--- config.mk ---
export PLATFORM = sky130hd
export DESIGN_NAME = irq_msg_acceptor
export DESIGN_NICKNAME = d
export VERILOG_FILES = /design/src/rtl/irq_acc_pkg.sv /design/src/rtl/irq_mode_decode.sv /design/src/rtl/irq_arb_counter.sv /design/src/rtl/irq_startup_fsm.sv /design/src/rtl/irq_msg_acceptor.sv
export SDC_FILE = /design/constraint.sdc
export NUM_CORES = 1
export LEC_CHECK = 0
export CAP_MARGIN = 30
export CORE_MARGIN = 2
export CORE_UTILIZATION = 41
export CTS_CLUSTER_SIZE = 25
export DETAILED_ROUTE_END_ITERATION = 10
export HOLD_SLACK_MARGIN = 0.03
export PLACE_DENSITY = 0.79
export SLEW_MARGIN = 20
export SYNTH_ARGS = -nofsm -noshare
export SYNTH_HDL_FRONTEND = slang
export SYNTH_SLANG_ARGS = --single-unit
--- constraint.sdc ---
create_clock -name clk -period 1.4 [get_ports clk]
set_clock_uncertainty 0.15 [all_clocks]
set_input_delay 0.21 -clock clk [delete_from_list [all_inputs] [get_ports clk]]
set_output_delay 0.21 -clock clk [all_outputs]
set_load 0.005 [all_outputs]
--- src/rtl/irq_acc_pkg.sv ---
package irq_acc_pkg;

   typedef enum logic [2:0] {
      DM_FIXED   = 3'd0,
      DM_LOWEST  = 3'd1,
      DM_SMI     = 3'd2,
      DM_REMRD   = 3'd3,
      DM_NMI     = 3'd4,
      DM_INIT    = 3'd5,
      DM_STARTUP = 3'd6,
      DM_EXTINT  = 3'd7
   } dmode_e;

   typedef enum logic [2:0] {
      CL_POST,
      CL_NOTIFY,
      CL_DROP,
      CL_INIT,
      CL_START,
      CL_ILLEGAL
   } mcls_e;

   typedef enum logic [1:0] {
      ST_IDLE = 2'd0,
      ST_WAIT = 2'd1,
      ST_RUN  = 2'd2
   } cpu_st_e;

   typedef struct packed {
      mcls_e cls;
      logic  bump;
   } dec_t;

endpackage

--- src/rtl/irq_mode_decode.sv ---
module irq_mode_decode
   import irq_acc_pkg::*;
(
   input  logic [2:0] mode_i,
   output dec_t       dec_o
);

   always_comb begin
      dec_o.bump = 1'b0;
      unique case (dmode_e'(mode_i))
         DM_FIXED:   dec_o.cls = CL_POST;
         DM_LOWEST: begin
            dec_o.cls  = CL_POST;
            dec_o.bump = 1'b1;
         end
         DM_SMI:     dec_o.cls = CL_DROP;
         DM_REMRD:   dec_o.cls = CL_NOTIFY;
         DM_NMI:     dec_o.cls = CL_NOTIFY;
         DM_INIT:    dec_o.cls = CL_INIT;
         DM_STARTUP: dec_o.cls = CL_START;
         default:    dec_o.cls = CL_ILLEGAL;
      endcase
   end

endmodule

--- src/rtl/irq_arb_counter.sv ---
module irq_arb_counter #(
   parameter int ARB_W = 8,
   parameter int ID_W  = 8
) (
   input  logic             clk,
   input  logic             rst_n,
   input  logic             load_i,
   input  logic [ID_W-1:0]  load_val_i,
   input  logic             bump_i,
   output logic [ARB_W-1:0] arb_o
);

   logic [ARB_W-1:0] load_ext;

   generate
      if (ARB_W >= ID_W) begin : g_zext
         localparam int PAD_W = ARB_W - ID_W;
         if (PAD_W > 0) begin : g_pad
            assign load_ext = {{PAD_W{1'b0}}, load_val_i};
         end else begin : g_same
            assign load_ext = load_val_i;
         end
      end else begin : g_trunc
         assign load_ext = load_val_i[ARB_W-1:0];
      end
   endgenerate

   always_ff @(posedge clk) begin
      if (!rst_n) begin
         arb_o <= '0;
      end else if (load_i) begin
         arb_o <= load_ext;
      end else if (bump_i) begin
         arb_o <= arb_o + ARB_W'(1);
      end
   end

endmodule

--- src/rtl/irq_startup_fsm.sv ---
module irq_startup_fsm
   import irq_acc_pkg::*;
#(
   parameter int VEC_W   = 8,
   parameter bit IS_BOOT = 1'b0
) (
   input  logic             clk,
   input  logic             rst_n,
   input  logic             fire_i,
   input  mcls_e            cls_i,
   input  logic             lvl_trig_i,
   input  logic             assert_i,
   input  logic [VEC_W-1:0] vec_i,
   input  logic             swen_we_i,
   input  logic             swen_d_i,
   output cpu_st_e          st_o,
   output logic             sw_en_o,
   output logic             lint0_ext_o,
   output logic [VEC_W-1:0] start_vec_o,
   output logic             init_go_o,
   output logic             start_ok_o,
   output logic             start_err_o
);

   localparam cpu_st_e ST_RESET  = IS_BOOT ? ST_RUN : ST_IDLE;
   localparam logic    SWEN_RST  = IS_BOOT;
   localparam logic    LINT_RST  = IS_BOOT;

   logic init_effective;

   assign init_effective = fire_i && (cls_i == CL_INIT) && (!lvl_trig_i || assert_i);
   assign init_go_o      = init_effective && (st_o != ST_RUN);
   assign start_ok_o     = fire_i && (cls_i == CL_START) && (st_o == ST_WAIT);
   assign start_err_o    = fire_i && (cls_i == CL_START) && (st_o == ST_IDLE);

   always_ff @(posedge clk) begin
      if (!rst_n) begin
         st_o        <= ST_RESET;
         sw_en_o     <= SWEN_RST;
         lint0_ext_o <= LINT_RST;
         start_vec_o <= '0;
      end else begin
         if (init_go_o) begin
            st_o        <= ST_WAIT;
            sw_en_o     <= SWEN_RST;
            lint0_ext_o <= LINT_RST;
         end else begin
            if (swen_we_i) begin
               sw_en_o <= swen_d_i;
            end
            if (start_ok_o) begin
               st_o        <= ST_RUN;
               start_vec_o <= vec_i;
            end
         end
      end
   end

endmodule

--- src/rtl/irq_msg_acceptor.sv ---
module irq_msg_acceptor
   import irq_acc_pkg::*;
#(
   parameter int VEC_W   = 8,
   parameter int ID_W    = 8,
   parameter int ARB_W   = 8,
   parameter bit IS_BOOT = 1'b0
) (
   input  logic             clk,
   input  logic             rst_n,
   input  logic             hw_enable,
   input  logic [ID_W-1:0]  phys_id,
   input  logic             swen_wr,
   input  logic             swen_val,
   input  logic             msg_valid,
   input  logic [2:0]       msg_mode,
   input  logic [VEC_W-1:0] msg_vector,
   input  logic             msg_level_trig,
   input  logic             msg_assert,
   output logic             accept,
   output logic             post_valid,
   output logic [VEC_W-1:0] post_vector,
   output logic             nmi_notify,
   output logic             start_cpu,
   output logic [VEC_W-1:0] start_vector,
   output logic             illegal_mode,
   output logic             startup_error,
   output logic [1:0]       cpu_state,
   output logic             sw_enabled,
   output logic             lint0_extint,
   output logic [ARB_W-1:0] arb_prio
);

   generate
      if (VEC_W < 4 || VEC_W > 16) begin : g_bad_vec
         $error("VEC_W must lie in 4..16");
      end
      if (ID_W < 1 || ID_W > 32) begin : g_bad_id
         $error("ID_W must lie in 1..32");
      end
      if (ARB_W < 2 || ARB_W > 32) begin : g_bad_arb
         $error("ARB_W must lie in 2..32");
      end
   endgenerate

   dec_t    dec;
   cpu_st_e st;
   logic    init_go, start_ok, start_err;
   logic    post_ok, notify_ok, illegal_hit, acc_d, bump;

   irq_mode_decode u_dec (
      .mode_i (msg_mode),
      .dec_o  (dec)
   );

   irq_startup_fsm #(
      .VEC_W   (VEC_W),
      .IS_BOOT (IS_BOOT)
   ) u_fsm (
      .clk         (clk),
      .rst_n       (rst_n),
      .fire_i      (msg_valid),
      .cls_i       (dec.cls),
      .lvl_trig_i  (msg_level_trig),
      .assert_i    (msg_assert),
      .vec_i       (msg_vector),
      .swen_we_i   (swen_wr),
      .swen_d_i    (swen_val),
      .st_o        (st),
      .sw_en_o     (sw_enabled),
      .lint0_ext_o (lint0_extint),
      .start_vec_o (start_vector),
      .init_go_o   (init_go),
      .start_ok_o  (start_ok),
      .start_err_o (start_err)
   );

   assign bump = msg_valid && dec.bump;

   irq_arb_counter #(
      .ARB_W (ARB_W),
      .ID_W  (ID_W)
   ) u_arb (
      .clk        (clk),
      .rst_n      (rst_n),
      .load_i     (init_go),
      .load_val_i (phys_id),
      .bump_i     (bump),
      .arb_o      (arb_prio)
   );

   assign post_ok     = msg_valid && (dec.cls == CL_POST) && hw_enable && sw_enabled;
   assign notify_ok   = msg_valid && (dec.cls == CL_NOTIFY);
   assign illegal_hit = msg_valid && (dec.cls == CL_ILLEGAL);
   assign acc_d       = post_ok || notify_ok || init_go || start_ok;
   assign cpu_state   = st;

   always_ff @(posedge clk) begin
      if (!rst_n) begin
         accept        <= 1'b0;
         post_valid    <= 1'b0;
         post_vector   <= '0;
         nmi_notify    <= 1'b0;
         start_cpu     <= 1'b0;
         illegal_mode  <= 1'b0;
         startup_error <= 1'b0;
      end else begin
         accept        <= acc_d;
         post_valid    <= post_ok;
         nmi_notify    <= notify_ok;
         start_cpu     <= start_ok;
         illegal_mode  <= illegal_hit;
         startup_error <= start_err;
         if (post_ok) begin
            post_vector <= msg_vector;
         end
      end
   end

endmodule

; Word level (Yosys, flattened, before mapping)
; Index checks and enable logic that the tools add are counted.
[totals]
ff_bits = 33
[op_classes]
reduce_logical = 26
bitwise = 2
n_addsub = 1
n_eq_ne = 12
mux = 6
[op_table]
columns = cell, count
row1 = 2-to-1 mux 8 bit, 2
row2 = "equality test 3 bit, second input constant", 5
row3 = one-hot mux 3 bit (5 select lines), 1
row4 = logical AND 1 bit, 12
row5 = "equality test 3 x 2 -> 1 bit, second input constant", 3
row6 = "adder 8 x 1 -> 8 bit, second input constant", 1
row7 = "equality test 3 x 1 -> 1 bit, second input constant", 2
row8 = zero test 3 bit, 2
row9 = OR reduction 2 bit, 3
row10 = logical OR 1 bit, 4
row11 = nonzero test 2 bit, 2
row12 = 2-to-1 mux 1 bit, 3
row13 = "equality test 2 x 1 -> 1 bit, second input constant", 1
row14 = zero test 2 bit, 1
row15 = "!= test 2 bit, second input constant", 1
row16 = NOT 1 bit, 2
row17 = AND reduction 2 bit, 1
row18 = zero test 1 bit, 1

; Longest topological paths before layout
[depth]
word_depth = 10
mapped_depth = 5
ltp_nobuf = 4

; By module
; Synthesis repeated with hierarchy kept, for this count alone.
[hier_totals]
hier_cells = 169
area_unflattened_um2 = 1536.5
[modules_own_cells]
columns = module, seq_area_each_um2, cells_per_inst, area_per_inst_um2, instances
row1 = irq_msg_acceptor, 280.3, 54, 523.0, 1
row2 = irq_startup_fsm, 220.2, 54, 503.0, 1
row3 = irq_arb_counter, 160.2, 55, 461.7, 1
row4 = irq_mode_decode, 0.0, 6, 48.8, 1

; Worst setup path before layout
; OpenSTA, ideal clock, no wires.
[synth_path]
kind = register to register
start = register u_fsm.st_o[0]
end = register u_fsm.start_vec_o[0]
setup_time_ps = 128
arrival_time_ps = 1059
n_path_buf = 1
period_less_slack_ps = 1337
path_slack_ps = 63
required_ps = 1122
path_stages_with_launch = 6
cell_sequence = dfxtp_1 -> nand3b_1 -> nor3_1 -> buf_4 -> mux2i_1 -> nor2_1
[synth_between]
elab_chain_cells = 4
[synth_lines]
columns = element, line_no
row1 = start: declaration, irq_startup_fsm.sv:16  ; output cpu_st_e st_o,
row2 = start signal: assignment, irq_startup_fsm.sv:38  ; st_o <= ST_RESET;
row3 = start signal: assignment, irq_startup_fsm.sv:44  ; st_o <= ST_WAIT;
row4 = start signal: assignment, irq_startup_fsm.sv:52  ; st_o <= ST_RUN;
row5 = != test 2 bit, irq_startup_fsm.sv:32  ; assign init_go_o = init_effective && (st_o != ST_RUN);
row6 = logical AND 1 bit, irq_startup_fsm.sv:32
row7 = NOT 1 bit (no line), -
row8 = AND reduction 2 bit (no line) (*), -
row9 = end signal: assignment, irq_startup_fsm.sv:53  ; start_vec_o <= vec_i;
row10 = end: declaration, irq_startup_fsm.sv:19  ; output logic [VEC_W-1:0] start_vec_o,
; Mark *: on every way between the ends. The rest lies on a longest branch, timed or not.
; A chain may end at the register's enable or synchronous reset.

; Final worst setup path
[layout_path]
start = register u_fsm.st_o[0]
end = register u_fsm.start_vec_o[6]
; The elaborated chain is that of the path after synthesis.

==> flow_summary.yaml <==
sta:
  tns_ns: -0.129
  finalSetupViolations: 7
  worst_slack_ns: -0.0503
  fmax_mhz: 690
  whs_ns: 0.185
  min_period_ns: 1.45
  finalMaxSlewViolations: 0
  period_share: 1.04
  rsz0062_at_grt: "true"
  finalHoldViolations: 0
finish:
  fin_util: 0.698
  drive_gt1_frac: 0.306
  areaGrowthSynthToFinish_pct: 65.8
  layout.nets: 257
  diodes: 0
setup_path:
  r2r-start: "u_fsm.st_o[0]"
  rr_endpoint: "u_fsm.start_vec_o[6]"
  cp-end-kind: "register"
  worst_r2r_path_depth: 6
  path_max_fanout: 9
  rrSetupSlack_ns: -0.05
  required_ns: 1.49
  crit_type: "register to register"
  crit_chain: "buf_6, nand3b_1, nor3_2, buf_6, mux2i_1, nor2_1"
  critical_path_buf_inv_count: 2
  cp_top_family: "flip-flops"
  cp_num_cells: 6
  worstSetupStartpointType: "register"
  crit_start: "u_fsm.st_o[0]"
  cp_slowest_cell: "dfxtp_2"
  critPathArrivalTime_ns: 1.54
  cpMostUsedCell: "buf_6"
  critPathMaxStageDelay_ns: 0.35
synthesis:
  synth_cells: 141
  syn_area_per_cell_um2: 9.81
  yosys_most_used_dff: "dfxtp_1"
  synth_top_area_frac: 0.478
  synth-seq-cells: 33
  postSynthNetCount: 169
  async_reset_ff_frac: 0
  synth_area_leaders: "dfxtp_1, mux2i_1, nor2_1"
  synth_area_um2: 1380
  synthTopCellsByCount: "dfxtp_1, nor2_1, mux2i_1"
  synth_adder_area_share: 0.00905
  synth_edf_count: 0
  synth_mux_area_frac: 0.123
  synth_area_leader_cell: "dfxtp_1"
  yosys.area_share.simple: 0.229
  yosys_warnings: 0
  ys_seq_area_frac: 0.478
  synthDistinctLibCells: 41
  synth_most_common_cell: "dfxtp_1"
  synthXorXnorAreaFrac: 0.0317
  synth_top_family_by_area: "simple AND/OR/NAND/NOR gates"
  synth-compound-area-share: 0.0878
place:
  hpwl_um: 2900
  gp_congestion: 0.911
  dp_slack_ns: -0.518
  io_buffers: 59
global_route:
  grt_usage: 0.226
  grt_first_pass_wirelength_um: 6190
  grt_max_degree: 15
  antenna_found_initial: 0
  grt_overflow: 0
  grt_pass1_vias: 1440
power_and_ir_drop:
  power_mw: 1.75
  leakage_nw: 1.11
  power_density_nw_per_um2: 762
  vdd.ir_drop.worst_mv: 0.548
clock_network:
  htreeDepth: 2
  cts-root-buf: "clkbuf_4"
  cts.sinks: 33
  clock_latency_ns: 0.35
  cts_tree: "yes"
  cts_buffer_depth: 2
  numCtsBuffers: 5
  cts_hold_buf: 0
  clk_pin_slew_ns: 0.11
route:
  ant_nets: 0
  avgRoutedWirePerCell_um: 14.5
  first_pass_iters: 4
  vias_per_cell: 5.03
  drt_iter0_drc: 44
  vias: 1383
  drc: 0
  routed_wl_um: 3990
floorplan:
  coreArea_um2: 3280
  start_util: 0.421
  die_w_um: 62.1
  io_pins: 61
  std_cell_rows: 21
  dieArea_um2: 3850
  die_h_um: 62.1
outcome:
  violations: "negative setup slack"
  status: "finished with violations"
hold_path:
  hp-start: "msg_mode[0]"
  holdPathEnd: "startup_error"
  hp-class: "input pin to register"
  hold_depth: 3
flow_run:
  cap_violations: 0
## report_power, final
group | switching [mW] | internal [mW] | leakage [nW]
Clock | 0.317 | 0.237 | 0.0314
Sequential | 0.00651 | 0.952 | 0.277
Combinational | 0.0959 | 0.138 | 0.801
## kinds of logic after synthesis
family                     Yosys count
AOI/OAI and AO/OA                   20
xor gates and xnor gates             5
adders and majority gates            1
buffers and inverters                9
DFF                                 33
muxes                               17
other                                1
and+or+nand+nor                     55
## worst reg2reg max path, delay by kind of cell, from the launching register on
kind	cells	cell delay (ns)
multiplexers	1	0.23
flip-flops	1	0.35
buffers and inverters	2	0.29
AND/OR/NAND/NOR	3	0.32
## cell type report
class,count,area (um2)
Inverter,2,7.51
Multi-Input combinational cell,99,708
Fill cell,282,992
Sequential cell,33,688
Clock buffer,7,55.1
Tap cell,46,57.6
Timing Repair Buffer,88,776
## through the flow
stage	instances	area [um2]
final	275	2290
after floorplan	141	1380
after CTS	274	2250
after global placement	258	2130
after detailed placement	258	2130
after global routing	275	2290
## per-layer routing
metal	track usage	part of all wire	vias up
li1	-	-	672
met1	0.226	0.39	644
met2	0.421	0.52	57
met3	0.0932	0.077	10
met4	0.0699	0.021	0
met5	0	0	-
## sequential cells by signal (all words and copies together) (netlist names)
register,flops
u_arb.arb_o,8
nmi_notify,1
accept,1
illegal_mode,1
u_fsm.st_o,2
post_valid,1
startup_error,1
u_fsm.start_vec_o,8
u_fsm.sw_en_o,1
post_vector,8
start_cpu,1
## repair_timing
| action | in CTS | in global routing |
|---|---|---|
| buffers inserted | 9 | 1 |
| gates resized for setup | 68 | 8 |
| endpoints found under the setup margin | 58 | 20 |
| pin swaps | 4 | 1 |
## how the worst max path moves through the flow
stage,endpoint
after CTS,u_fsm.start_vec_o[3]
after global routing,u_fsm.start_vec_o[6]
after detailed placement,u_arb.arb_o[7]
final,u_fsm.start_vec_o[6]
after floorplan,u_fsm.start_vec_o[0]
after global placement,u_arb.arb_o[7]
## cell usage in the layout, fill, tap and decap left out, types with 2 or more instances in the layout
cell and count:
dfxtp_2 19, clkbuf_4 5, o21ai_1 2, nand3_1 5, clkdlybuf4s50_1 22, mux2i_1 17, dfxtp_1 13, a31oi_1 2
nor2_1 20, a21oi_1 9, and2_1 2, xor2_1 5, buf_6 4, nor3_1 2, nand2_1 4, nor3_2 2
nand4_1 3, nand2_2 2, and4bb_2 2, buf_4 26, dlygate4sd2_1 36
No activity file was read; power rests on OpenSTA's default activity.
